File: config.mk
export PLATFORM = sky130hd
export DESIGN_NAME = uart_evt_ctrl
export DESIGN_NICKNAME = d
export VERILOG_FILES = /design/src/rtl/uart_evt_pkg.sv /design/src/rtl/uart_evt_rxbuf.sv /design/src/rtl/uart_evt_txhold.sv /design/src/rtl/uart_evt_cfgstore.sv /design/src/rtl/uart_evt_ctrl.sv
export SDC_FILE = /design/constraint.sdc
export NUM_CORES = 2
export LEC_CHECK = 0
export ABC_AREA = 0
export BUFFER_PORTS_ARGS = -buffer_cell sky130_fd_sc_hd__buf_2
export CORE_MARGIN = 2
export CORE_UTILIZATION = 37
export DETAILED_ROUTE_END_ITERATION = 8
export HOLD_SLACK_MARGIN = 0.15
export SYNTH_ARGS = -nofsm -noshare
export SYNTH_HDL_FRONTEND = slang
export SYNTH_SLANG_ARGS = --single-unit
File: constraint.sdc
create_clock -name clk -period 33.6 [get_ports clk]
set_input_delay 10.08 -clock clk [delete_from_list [all_inputs] [get_ports clk]]
set_output_delay 10.08 -clock clk [all_outputs]
set_load 0.02 [all_outputs]
File: src/rtl/uart_evt_pkg.sv
package uart_evt_pkg;

  localparam int unsigned WORD_W = 32;
  localparam int unsigned BYTE_W = 8;

  // word map
  localparam logic [31:0] A_RXGO    = 32'd0;
  localparam logic [31:0] A_RXHALT  = 32'd1;
  localparam logic [31:0] A_TXGO    = 32'd2;
  localparam logic [31:0] A_TXHALT  = 32'd3;
  localparam logic [31:0] A_PAUSE   = 32'd4;
  localparam logic [31:0] A_EV_RXRDY = 32'd5;
  localparam logic [31:0] A_EV_TXDONE = 32'd6;
  localparam logic [31:0] A_EV_ERR  = 32'd7;
  localparam logic [31:0] A_EV_RXHLT = 32'd8;
  localparam logic [31:0] A_MASK    = 32'd9;
  localparam logic [31:0] A_MASKSET = 32'd10;
  localparam logic [31:0] A_MASKCLR = 32'd11;
  localparam logic [31:0] A_ERRSRC  = 32'd12;
  localparam logic [31:0] A_ENABLE  = 32'd13;
  localparam logic [31:0] A_PIN_LO  = 32'd14;
  localparam logic [31:0] A_PIN_HI  = 32'd17;
  localparam logic [31:0] A_RXDATA  = 32'd18;
  localparam logic [31:0] A_TXDATA  = 32'd19;
  localparam logic [31:0] A_BAUD    = 32'd20;

  // event index == mask bit
  localparam int unsigned EV_RXRDY  = 0;
  localparam int unsigned EV_TXDONE = 1;
  localparam int unsigned EV_ERR    = 2;
  localparam int unsigned EV_RXHLT  = 3;
  localparam int unsigned NUM_EV    = 4;

  localparam logic [31:0] ENABLE_KEY  = 32'd4;
  localparam logic [31:0] TASK_FIRE   = 32'd1;
  localparam logic [31:0] BAUD_RESET  = 32'h0400_0000;
  localparam logic [31:0] BREAK_BITS  = 32'd3;

  typedef logic [NUM_EV-1:0][WORD_W-1:0] ev_words_t;

  function automatic logic [WORD_W-1:0] plain_reset(input int unsigned idx);
    if (idx >= A_PIN_LO && idx <= A_PIN_HI) return '1;
    if (idx == A_BAUD) return BAUD_RESET;
    return '0;
  endfunction

  function automatic logic is_plain(input logic [31:0] idx);
    return (idx >= A_PIN_LO && idx <= A_PIN_HI) || (idx >= A_BAUD);
  endfunction

endpackage

File: src/rtl/uart_evt_rxbuf.sv
module uart_evt_rxbuf #(
  parameter int unsigned DEPTH = 6,
  parameter int unsigned DW    = 8,
  localparam int unsigned PW   = (DEPTH > 1) ? $clog2(DEPTH) : 1,
  localparam int unsigned LW   = $clog2(DEPTH + 1)
) (
  input  logic          clk,
  input  logic          rst_n,
  input  logic          push,
  input  logic [DW-1:0] push_data,
  input  logic          pop,
  output logic [DW-1:0] head_data,
  output logic [LW-1:0] level,
  output logic          full,
  output logic          empty
);

  logic [DW-1:0] mem_q [DEPTH];
  logic [PW-1:0] head_q, head_nx, tail;
  logic [LW-1:0] cnt_q, cnt_nx;
  logic [31:0]   tsum;

  always_comb begin
    tsum = 32'(head_q) + 32'(cnt_q);
    if (tsum >= DEPTH) tsum = tsum - DEPTH;
    tail = PW'(tsum);
    head_nx = head_q;
    if (pop) head_nx = (head_q == PW'(DEPTH - 1)) ? '0 : head_q + 1'b1;
    cnt_nx = cnt_q;
    if (push && !pop) cnt_nx = cnt_q + 1'b1;
    else if (pop && !push) cnt_nx = cnt_q - 1'b1;
  end

  always_ff @(posedge clk or negedge rst_n) begin
    if (!rst_n) begin
      head_q <= '0;
      cnt_q  <= '0;
    end else if (push || pop) begin
      head_q <= head_nx;
      cnt_q  <= cnt_nx;
    end
  end

  for (genvar i = 0; i < DEPTH; i++) begin : g_slot
    logic slot_we;
    assign slot_we = push && (tail == PW'(i));
    always_ff @(posedge clk or negedge rst_n) begin
      if (!rst_n) mem_q[i] <= '0;
      else if (slot_we) mem_q[i] <= push_data;
    end
  end

  assign head_data = mem_q[head_q];
  assign level     = cnt_q;
  assign full      = (cnt_q == LW'(DEPTH));
  assign empty     = (cnt_q == '0);

endmodule

File: src/rtl/uart_evt_txhold.sv
module uart_evt_txhold #(
  parameter int unsigned DW = 8
) (
  input  logic          clk,
  input  logic          rst_n,
  input  logic          load,
  input  logic [DW-1:0] load_data,
  input  logic          accept,
  output logic          valid,
  output logic [DW-1:0] data,
  output logic          handoff
);

  logic          valid_q, valid_nx;
  logic [DW-1:0] data_q, data_nx;

  always_comb begin
    valid_nx = valid_q;
    data_nx  = data_q;
    if (valid_q && accept) valid_nx = 1'b0;
    else if (!valid_q && load) begin
      valid_nx = 1'b1;
      data_nx  = load_data;
    end
  end

  always_ff @(posedge clk or negedge rst_n) begin
    if (!rst_n) begin
      valid_q <= 1'b0;
      data_q  <= '0;
    end else begin
      valid_q <= valid_nx;
      data_q  <= data_nx;
    end
  end

  assign valid   = valid_q;
  assign data    = data_q;
  assign handoff = valid_q && accept;

endmodule

File: src/rtl/uart_evt_cfgstore.sv
module uart_evt_cfgstore
  import uart_evt_pkg::*;
#(
  parameter int unsigned ADDR_W = 5,
  localparam int unsigned NWORDS = 1 << ADDR_W
) (
  input  logic              clk,
  input  logic              rst_n,
  input  logic              we,
  input  logic [ADDR_W-1:0] addr,
  input  logic [WORD_W-1:0] wdata,
  output logic [WORD_W-1:0] rdata
);

  logic [WORD_W-1:0] word_q [NWORDS];

  for (genvar i = 0; i < NWORDS; i++) begin : g_word
    localparam logic [WORD_W-1:0] RST_VAL = plain_reset(i);
    logic word_we;
    assign word_we = we && (addr == ADDR_W'(i));
    always_ff @(posedge clk or negedge rst_n) begin
      if (!rst_n) word_q[i] <= RST_VAL;
      else if (word_we) word_q[i] <= wdata;
    end
  end

  assign rdata = word_q[addr];

endmodule

File: src/rtl/uart_evt_ctrl.sv
module uart_evt_ctrl
  import uart_evt_pkg::*;
#(
  parameter int unsigned ADDR_W = 5,
  parameter int unsigned DEPTH  = 6,
  localparam int unsigned LW    = $clog2(DEPTH + 1)
) (
  input  logic              clk,
  input  logic              rst_n,
  input  logic              bus_sel,
  input  logic              bus_we,
  input  logic [ADDR_W-1:0] bus_addr,
  input  logic [31:0]       bus_wdata,
  output logic [31:0]       bus_rdata,
  output logic              irq,
  output logic              tx_valid,
  output logic [7:0]        tx_data,
  input  logic              tx_accept,
  input  logic              rx_push,
  input  logic [7:0]        rx_byte,
  output logic              rx_room,
  input  logic              break_in
);

  // reset: asynchronous assert, synchronous release
  logic [1:0] rst_pipe;
  logic       rst_q;
  always_ff @(posedge clk or negedge rst_n) begin
    if (!rst_n) rst_pipe <= '0;
    else        rst_pipe <= {rst_pipe[0], 1'b1};
  end
  assign rst_q = rst_pipe[1];

  // state
  logic        enabled, enabled_nx;
  logic        tx_run, tx_run_nx;
  logic        rx_run, rx_run_nx;
  ev_words_t   ev_q, ev_nx;
  logic [31:0] irq_mask, irq_mask_nx;
  logic [31:0] err_src, err_src_nx;
  logic [31:0] rdata_q, rdata_nx;

  // decode
  logic [31:0] word_idx;
  logic        wr, rd, pop, push_ok, tx_load, cfg_we, handoff;
  logic [7:0]  rx_head;
  logic [LW-1:0] rx_level;
  logic        rx_full, rx_empty;
  logic [31:0] cfg_rdata;

  assign word_idx = 32'(bus_addr);
  assign wr       = bus_sel && bus_we && (enabled || word_idx == A_ENABLE);
  assign rd       = bus_sel && !bus_we && enabled;
  assign pop      = rd && (word_idx == A_RXDATA) && rx_run && !rx_empty;
  assign push_ok  = rx_push && rx_run && !rx_full;
  assign tx_load  = wr && (word_idx == A_TXDATA) && tx_run;
  assign cfg_we   = wr && is_plain(word_idx);
  assign rx_room  = rx_run && !rx_full;

  uart_evt_rxbuf #(.DEPTH(DEPTH), .DW(BYTE_W)) u_rxbuf (
    .clk(clk), .rst_n(rst_q), .push(push_ok), .push_data(rx_byte), .pop(pop),
    .head_data(rx_head), .level(rx_level), .full(rx_full), .empty(rx_empty)
  );

  uart_evt_txhold #(.DW(BYTE_W)) u_txhold (
    .clk(clk), .rst_n(rst_q), .load(tx_load), .load_data(bus_wdata[7:0]),
    .accept(tx_accept), .valid(tx_valid), .data(tx_data), .handoff(handoff)
  );

  uart_evt_cfgstore #(.ADDR_W(ADDR_W)) u_cfg (
    .clk(clk), .rst_n(rst_q), .we(cfg_we), .addr(bus_addr),
    .wdata(bus_wdata), .rdata(cfg_rdata)
  );

  // next state: bus writes first, hardware events override
  always_comb begin
    enabled_nx  = enabled;
    tx_run_nx   = tx_run;
    rx_run_nx   = rx_run;
    ev_nx       = ev_q;
    irq_mask_nx = irq_mask;
    err_src_nx  = err_src;
    if (wr) begin
      case (word_idx)
        A_RXGO:   if (bus_wdata == TASK_FIRE) rx_run_nx = 1'b1;
        A_TXGO:   if (bus_wdata == TASK_FIRE) tx_run_nx = 1'b1;
        A_TXHALT: if (bus_wdata == TASK_FIRE) tx_run_nx = 1'b0;
        A_RXHALT: if (bus_wdata == TASK_FIRE) begin
          rx_run_nx = 1'b0;
          ev_nx[EV_RXHLT] = 32'd1;
        end
        A_PAUSE:  if (bus_wdata == TASK_FIRE) begin
          rx_run_nx = 1'b0;
          tx_run_nx = 1'b0;
          ev_nx[EV_RXHLT] = 32'd1;
        end
        A_EV_RXRDY:  if (bus_wdata == '0) ev_nx[EV_RXRDY] = '0;
        A_EV_TXDONE: ev_nx[EV_TXDONE] = bus_wdata;
        A_EV_ERR:    ev_nx[EV_ERR]    = bus_wdata;
        A_EV_RXHLT:  ev_nx[EV_RXHLT]  = bus_wdata;
        A_MASK:      irq_mask_nx = bus_wdata;
        A_MASKSET:   irq_mask_nx = irq_mask | bus_wdata;
        A_MASKCLR:   irq_mask_nx = irq_mask & ~bus_wdata;
        A_ERRSRC:    err_src_nx  = err_src & ~bus_wdata;
        A_ENABLE: begin
          if (bus_wdata == '0) begin
            enabled_nx = 1'b0;
            rx_run_nx  = 1'b0;
            tx_run_nx  = 1'b0;
            ev_nx[EV_RXHLT] = 32'd1;
          end else if (bus_wdata == ENABLE_KEY) begin
            enabled_nx = 1'b1;
          end
        end
        default: ;
      endcase
    end
    if (push_ok) ev_nx[EV_RXRDY] = 32'd1;
    if (pop && rx_level > LW'(1)) ev_nx[EV_RXRDY] = 32'd1;
    if (handoff) ev_nx[EV_TXDONE] = 32'd1;
    if (break_in) begin
      err_src_nx = err_src_nx | BREAK_BITS;
      ev_nx[EV_ERR] = 32'd1;
    end
  end

  // read path
  always_comb begin
    rdata_nx = '0;
    if (rd) begin
      case (word_idx)
        A_RXGO, A_RXHALT, A_TXGO, A_TXHALT, A_PAUSE: rdata_nx = '0;
        A_EV_RXRDY:  rdata_nx = ev_q[EV_RXRDY];
        A_EV_TXDONE: rdata_nx = ev_q[EV_TXDONE];
        A_EV_ERR:    rdata_nx = ev_q[EV_ERR];
        A_EV_RXHLT:  rdata_nx = ev_q[EV_RXHLT];
        A_MASK, A_MASKSET, A_MASKCLR: rdata_nx = irq_mask;
        A_ERRSRC:    rdata_nx = err_src;
        A_ENABLE:    rdata_nx = ENABLE_KEY;
        A_RXDATA:    rdata_nx = 32'(rx_head);
        A_TXDATA:    rdata_nx = 32'(tx_data);
        default:     rdata_nx = cfg_rdata;
      endcase
    end
  end

  always_ff @(posedge clk or negedge rst_q) begin
    if (!rst_q) begin
      enabled  <= 1'b0;
      tx_run   <= 1'b0;
      rx_run   <= 1'b0;
      ev_q     <= '0;
      irq_mask <= '0;
      err_src  <= '0;
      rdata_q  <= '0;
    end else begin
      enabled  <= enabled_nx;
      tx_run   <= tx_run_nx;
      rx_run   <= rx_run_nx;
      ev_q     <= ev_nx;
      irq_mask <= irq_mask_nx;
      err_src  <= err_src_nx;
      rdata_q  <= rdata_nx;
    end
  end

  // interrupt combiner
  logic [NUM_EV-1:0] ev_hit;
  for (genvar e = 0; e < NUM_EV; e++) begin : g_irq
    assign ev_hit[e] = (ev_q[e] != '0) && irq_mask[e];
  end
  assign irq       = |ev_hit;
  assign bus_rdata = rdata_q;

endmodule

**Yosys cells after proc, flatten, opt, wreduce, memory -nomap -nowiden**

Index checks and enable logic that the tools add are counted.

- Bits in registers: 1,316
- Bits of input ports: 52

- $add $sub $neg: 5
- Order comparisons: 7
- Eq/ne operators: 45
- Multiplexer cells: 37
- Bitwise logic cells: 7
- Reductions and logical operators: 111

Operator list:

| cell | number |
|---|---|
| 2-to-1 mux 32 bit | 15 |
| one-hot mux 32 bit (10 select lines) | 1 |
| one-hot mux 32 bit (3 select lines) | 2 |
| binary-select mux 32 bit (select 5 bit) | 1 |
| nonzero test 32 bit | 4 |
| 2-to-1 mux 96 bit | 1 |
| == test 5 bit, second input constant | 16 |
| bitwise AND 32 bit | 2 |
| zero test 32 bit | 2 |
| logical AND 1 bit | 61 |
| == test 5 x 4 -> 1 bit, second input constant | 8 |
| == test 32 x 1 -> 1 bit, second input constant | 1 |
| == test 32 x 3 -> 1 bit, second input constant | 1 |
| inverter 32 bit | 1 |
| OR 32 bit | 1 |
| binary-select mux 8 bit (select 3 bit) | 1 |
| nonzero test 3 bit | 7 |
| == test 5 x 3 -> 1 bit, second input constant | 4 |
| 2-to-1 mux 8 bit | 2 |
| nonzero test 2 bit | 8 |
| AND reduction 2 bit | 7 |
| == test 3 bit, second input constant | 4 |
| 2-to-1 mux 3 bit | 4 |
| == test 5 x 2 -> 1 bit, second input constant | 2 |
| other kinds (33) | 56 |

**Logic depth before layout (Yosys ltp)**

- Depth after elaboration: 10
- Gate-level depth with buffers: 11
- Mapped depth without buffers: 9

**By module**

Synthesis repeated with hierarchy kept, for this count alone.

- Cells, all modules: 4,115
- Area total of the unflattened synthesis: 58,812.7 sq um

By module, submodules not included:

| module | instances | cells each | area an instance (sq um) | seq. area each (sq um) |
|---|---|---|---|---|
| uart_evt_cfgstore | 1 | 3,103 | 46,731.1 | 25,786.0 |
| uart_evt_ctrl | 1 | 738 | 8,697.1 | 4,954.8 |
| uart_evt_rxbuf | 1 | 252 | 3,004.1 | 1,351.3 |
| uart_evt_txhold | 1 | 22 | 380.4 | 225.2 |

**Least setup slack after synthesis**

Ideal clock, no wire load.

- Kind: input to register
- Start: input bus_addr[0]
- End: register u_rxbuf.head_q[1]
- Data arrival time: 11,961 ps
- Data required time: 33,475 ps
- Setup slack: 21,514 ps
- Cell stages on the path: 9
- Buffers on the path: 2
- Path through: buf_2 buf_4 nand3b_1 nor3_2 o2111ai_1 ha_1 nor2_1 nand2_1 mux2_2

- Word-level cells in the longest chain between the ends: 6

Ends and longest elaborated chain:

| item | line | text |
|---|---|---|
| from (decl) | uart_evt_ctrl.sv:12 | `input logic [ADDR_W-1:0] bus_addr,` |
| == test 5 bit * | uart_evt_ctrl.sv:54 | `assign pop = rd && (word_idx == A_RXDATA) && rx_run && !rx_empty;` |
| logical AND 1 bit * (3 in a row) | uart_evt_ctrl.sv:54 |  |
| logical OR 1 bit | uart_evt_rxbuf.sv:38 | `end else if (push \|\| pop) begin` |
| AND reduction 2 bit (no line) * | -- |  |
| to (signal assigned) | uart_evt_rxbuf.sv:39 | `head_q <= head_nx;` |
| to (decl) | uart_evt_rxbuf.sv:19 | `logic [PW-1:0] head_q, head_nx, tail;` |

Every way passes the cells marked *; elsewhere a longest branch is shown, timed or not.
A chain may end at the register's enable or synchronous reset.

**Worst setup path after layout**

- Start: input bus_addr[0]
- End: register irq_mask[14]

- Word-level cells in the longest chain between the ends: 4

Ends and longest elaborated chain:

| item | line | text |
|---|---|---|
| == test 5 x 4 -> 1 bit | uart_evt_ctrl.sv:52 | `assign wr = bus_sel && bus_we && (enabled \|\| word_idx == A_ENABLE);` |
| logical OR 1 bit | uart_evt_ctrl.sv:52 |  |
| logical AND 1 bit | uart_evt_ctrl.sv:52 |  |
| AND reduction 2 bit (no line) | -- |  |
| to (signal assigned) | uart_evt_ctrl.sv:161 | `irq_mask <= irq_mask_nx;` |
| to (decl) | uart_evt_ctrl.sv:39 | `logic [31:0] irq_mask, irq_mask_nx;` |

Several ways; a longest one is shown, not always the timed one.

==> results.json <==
{
  "outcome": "finished clean",
  "async_reset_ff_share_pct": 100,
  "critical_path_arrival_ns": 14.38,
  "startpoint_kind_of_the_worst_setup_timing_path": "input pin",
  "critPathMostFrequentCell": "sky130_fd_sc_hd__buf_4",
  "initial_core_util_pct": 37.3,
  "grt_start_max_net_pins": 188,
  "post_cts.repair.setup_buffers": 0,
  "final-setup-viol-count": 0,
  "ios": 95,
  "clock_sinks": 969,
  "timing.critical_path.cells": "buf_8 -> buf_4 -> buf_4 -> nor2_1 -> nor3_2 -> buf_4 -> nand2_1 -> o21ai_0 -> nand2_1",
  "placed_cells": 4337,
  "fin_crit_ns": 13.82,
  "tns_ns": 0,
  "leakage_nw": 22.0,
  "dominantRegCellSynth": "sky130_fd_sc_hd__dfrtp_1",
  "floorplan.die.height_microns": 343,
  "crit_type": "input pin to register",
  "hold_viol_final": 0,
  "detailed_place_hpwl_mm": 71.0,
  "total_grt_usage_pct": 19.8,
  "globalRoute.totalOverflow": 0,
  "max_slew_violation_count": 0,
  "synth_edf_count": 0,
  "cts-buffers-inserted": 100,
  "synth_sequential_area_ratio_pct": 57.3,
  "synth_xor_xnor_area_share_pct": 0.205,
  "ctsHoldBuffers": 0,
  "vdd_drop_max_v": 0.0000340,
  "final_layout_size_suffix_gt1_share_pct": 41.3,
  "critical-path-slowest-cell": "sky130_fd_sc_hd__nand2_1",
  "final.fill_count": 10400,
  "required_ns": 34.16,
  "io_buffer_count": 94,
  "area_of_the_die_sq_mm": 0.118,
  "worst_hold_slack_ns": 0.350,
  "mostFrequentLayoutCells": "sky130_fd_sc_hd__dfrtp_1, sky130_fd_sc_hd__mux2_2, sky130_fd_sc_hd__mux4_2",
  "endpoint_kind": "register",
  "floorplan.core_area_sq_mm": 0.114,
  "worstSkewPairLatency_ns": 0.68,
  "worst_clock_skew_ns": 0.0333,
  "period_share_pct": 41.1,
  "pwr_density_cell_mw_per_mm2": 52.0,
  "ctsLongestPathBuffers": 3,
  "routed_via_density": 5.58,
  "place_congestion": 0.912,
  "post_drt_wl_per_cell_microns": 25.6,
  "cts_tree": "yes",
  "maxCapViolCount": 0,
  "post_synth_num_cell_types": 63,
  "ys_ff_latch": 969,
  "grt_setup_unrepaired": "false",
  "cts_max_level": 3,
  "setup_ws_ns": 19.78,
  "synth.mux.area_fraction_pct": 27.1,
  "synth_fp_nets": 3175,
  "vias": 25200,
  "grt_pass1_vias": 26200,
  "worstPathMaxFanout": 62,
  "total_detailed_routing_wirelength_mm": 116,
  "post_placement_setup_slack_ns": 19.09,
  "area_growth_synth_to_finish_pct": 10.9,
  "ys.warnings.count": 0,
  "post_synth_fa_ha_maj_area_fraction_pct": 0.311,
  "critPathMaxStageDelay_ns": 0.82,
  "final_net_count": 2989,
  "hold_path.class": "register to register",
  "die-width_microns": 343,
  "drc": 0,
  "syn_area_per_cell_sq_um": 13.7,
  "detail_route.iter0.violations": 2363,
  "post_synth_simple_gate_area_pct": 4.46,
  "antenna_found_initial": 10,
  "maxSlewHeadroom_pct": 10.3,
  "post_layout_nonfiller_instances": 4526,
  "largest_family_of_logic_cells_by_synthesized_area": "multiplexers",
  "wire_length_of_the_first_global_routing_pass_mm": 175,
  "post_synth_instance_area_sq_mm": 0.0426,
  "cts-root-buf": "sky130_fd_sc_hd__clkbuf_16",
  "worst_slew_pin_slew_ns": 1.34,
  "fmaxAchievable_mhz": 72.3,
  "commonest_non_fill_non_tap_cell_in_the_layout": "sky130_fd_sc_hd__dfrtp_1",
  "netlist_instances": 3113,
  "cts_repair_resizes": 0,
  "share_of_the_synthesized_area_in_compound_gates_ao_oa_aoi_oai_pct": 5.98,
  "postRouteAntennaNets": 0,
  "firstDrtPassIters": 5,
  "clkSlewWorstSetupHoldPaths_ns": 0.06,
  "rows": 124
}
[logic make-up after synthesis]
group / count (synthesis)
AO/OA/AOI/OAI: 369
flip-flops: 969
adder cells (fa/ha/maj): 10
buffers and inverters: 500
XOR/XNOR: 10
AND/OR/NAND/NOR: 412
multiplexers: 842
other: 1
[routing by layer]
metal,track usage (%),up-vias,routed length [microns]
li1,-,10800,-
met1,27.8,13500,51100
met2,31.1,779,53800
met3,3.54,200,7290
met4,6.52,16,3390
met5,0,-,93
[stage by stage]
stage	utilization, %	total power, mW	area (sq um)
3_3_place_gp	38.3	1.32	43800
4_1_cts	41.3	2.48	47300
3_5_place_dp	38.3	1.32	43800
2_1_floorplan	-	1.28	42600
5_1_grt	41.3	2.54	47300
6_report	41.4	2.46	47300
[cell usage after synthesis, types with 4 or more instances]
master	number	area, sq um
sky130_fd_sc_hd__a22oi_1	32	240
sky130_fd_sc_hd__buf_4	4	30.0
sky130_fd_sc_hd__nor2_1	84	315
sky130_fd_sc_hd__nand2b_1	7	43.8
sky130_fd_sc_hd__buf_6	4	45.0
sky130_fd_sc_hd__nor4_1	33	206
sky130_fd_sc_hd__mux4_2	192	4320
sky130_fd_sc_hd__clkbuf_1	359	1350
sky130_fd_sc_hd__mux2i_1	84	841
sky130_fd_sc_hd__a222oi_1	8	80.1
sky130_fd_sc_hd__nor3_1	31	155
sky130_fd_sc_hd__a22o_1	66	578
sky130_fd_sc_hd__a31oi_1	16	100
sky130_fd_sc_hd__nand2_1	174	653
sky130_fd_sc_hd__a221oi_1	23	201
sky130_fd_sc_hd__a21o_1	7	52.6
sky130_fd_sc_hd__dfrtp_1	840	21000
sky130_fd_sc_hd__ha_1	9	113
sky130_fd_sc_hd__mux2_2	566	6370
sky130_fd_sc_hd__o21ai_0	76	380
sky130_fd_sc_hd__buf_1	19	71.3
sky130_fd_sc_hd__dfstp_2	129	3390
sky130_fd_sc_hd__inv_1	51	191
sky130_fd_sc_hd__a21oi_1	61	305
sky130_fd_sc_hd__o22ai_1	17	106
sky130_fd_sc_hd__xnor2_1	7	61.3
sky130_fd_sc_hd__a211oi_1	10	75.1
sky130_fd_sc_hd__nand3_1	27	135
sky130_fd_sc_hd__buf_2	62	310
sky130_fd_sc_hd__nor2b_1	16	100
sky130_fd_sc_hd__a21boi_0	31	233
sky130_fd_sc_hd__o22a_1	5	43.8
sky130_fd_sc_hd__nand4_1	20	125
[registers in the layout, summed over array words and instances (netlist names)]
| register | flops |
|---|---|
| bus_rdata | 32 |
| u_txhold.data | 8 |
| irq_mask | 32 |
| rx_run | 1 |
| err_src | 32 |
| enabled | 1 |
| rst_pipe | 2 |
| ev_q | 97 |
| u_txhold.valid | 1 |
| u_rxbuf.mem_q | 48 |
| u_cfg.word_q | 708 |
| tx_run | 1 |
| u_rxbuf.head_q | 3 |
| u_rxbuf.level | 3 |
[power breakdown]
group | leakage [nW] | switching, mW | internal (mW)
Clock | 1.70 | 0.471 | 0.684
Combinational | 7.40 | 0.0847 | 0.0326
Sequential | 12.9 | 0.00640 | 1.18
[area by class of cell]
| cell class | instances | area (sq um) | area share, % |
|---|---|---|---|
| inverter | 52 | 195 | 0.413 |
| clock inverter | 40 | 495 | 1.05 |
| antenna | 2 | 5.00 | 0.0106 |
| timing repair buffer | 160 | 1010 | 2.14 |
| sequential | 969 | 24400 | 51.6 |
| clock buffer | 147 | 2940 | 6.22 |
| multi-input combinational | 1644 | 16300 | 34.5 |
| tap | 1512 | 1890 | 4.00 |
[worst paths after layout]
| path | start | endpoint | slack, ns | cells after the start |
|---|---|---|---|---|
| setup / recovery | bus_addr[0] | irq_mask[14] | 19.78 | 9 |
| min in group asynchronous | rst_pipe[1] | u_cfg.word_q[840] | 0.39 | 0 |
| hold reg to reg | rst_pipe[0] | rst_pipe[1] | 0.35 | 0 |
| max in group asynchronous | rst_n | rst_pipe[1] | 24.28 | 1 |
| setup reg to reg | rst_pipe[1] | u_cfg.word_q[344] | 29.34 | 4 |
| hold / removal | rst_pipe[0] | rst_pipe[1] | 0.35 | 0 |
[critical path: cells and delay by family]
kind	cells	cell delay (ns)
AO/OA/AOI/OAI	1	0.48
buffers and inverters	4	2.19
AND/OR/NAND/NOR	4	1.46
(Power assumes the default switching activity.)
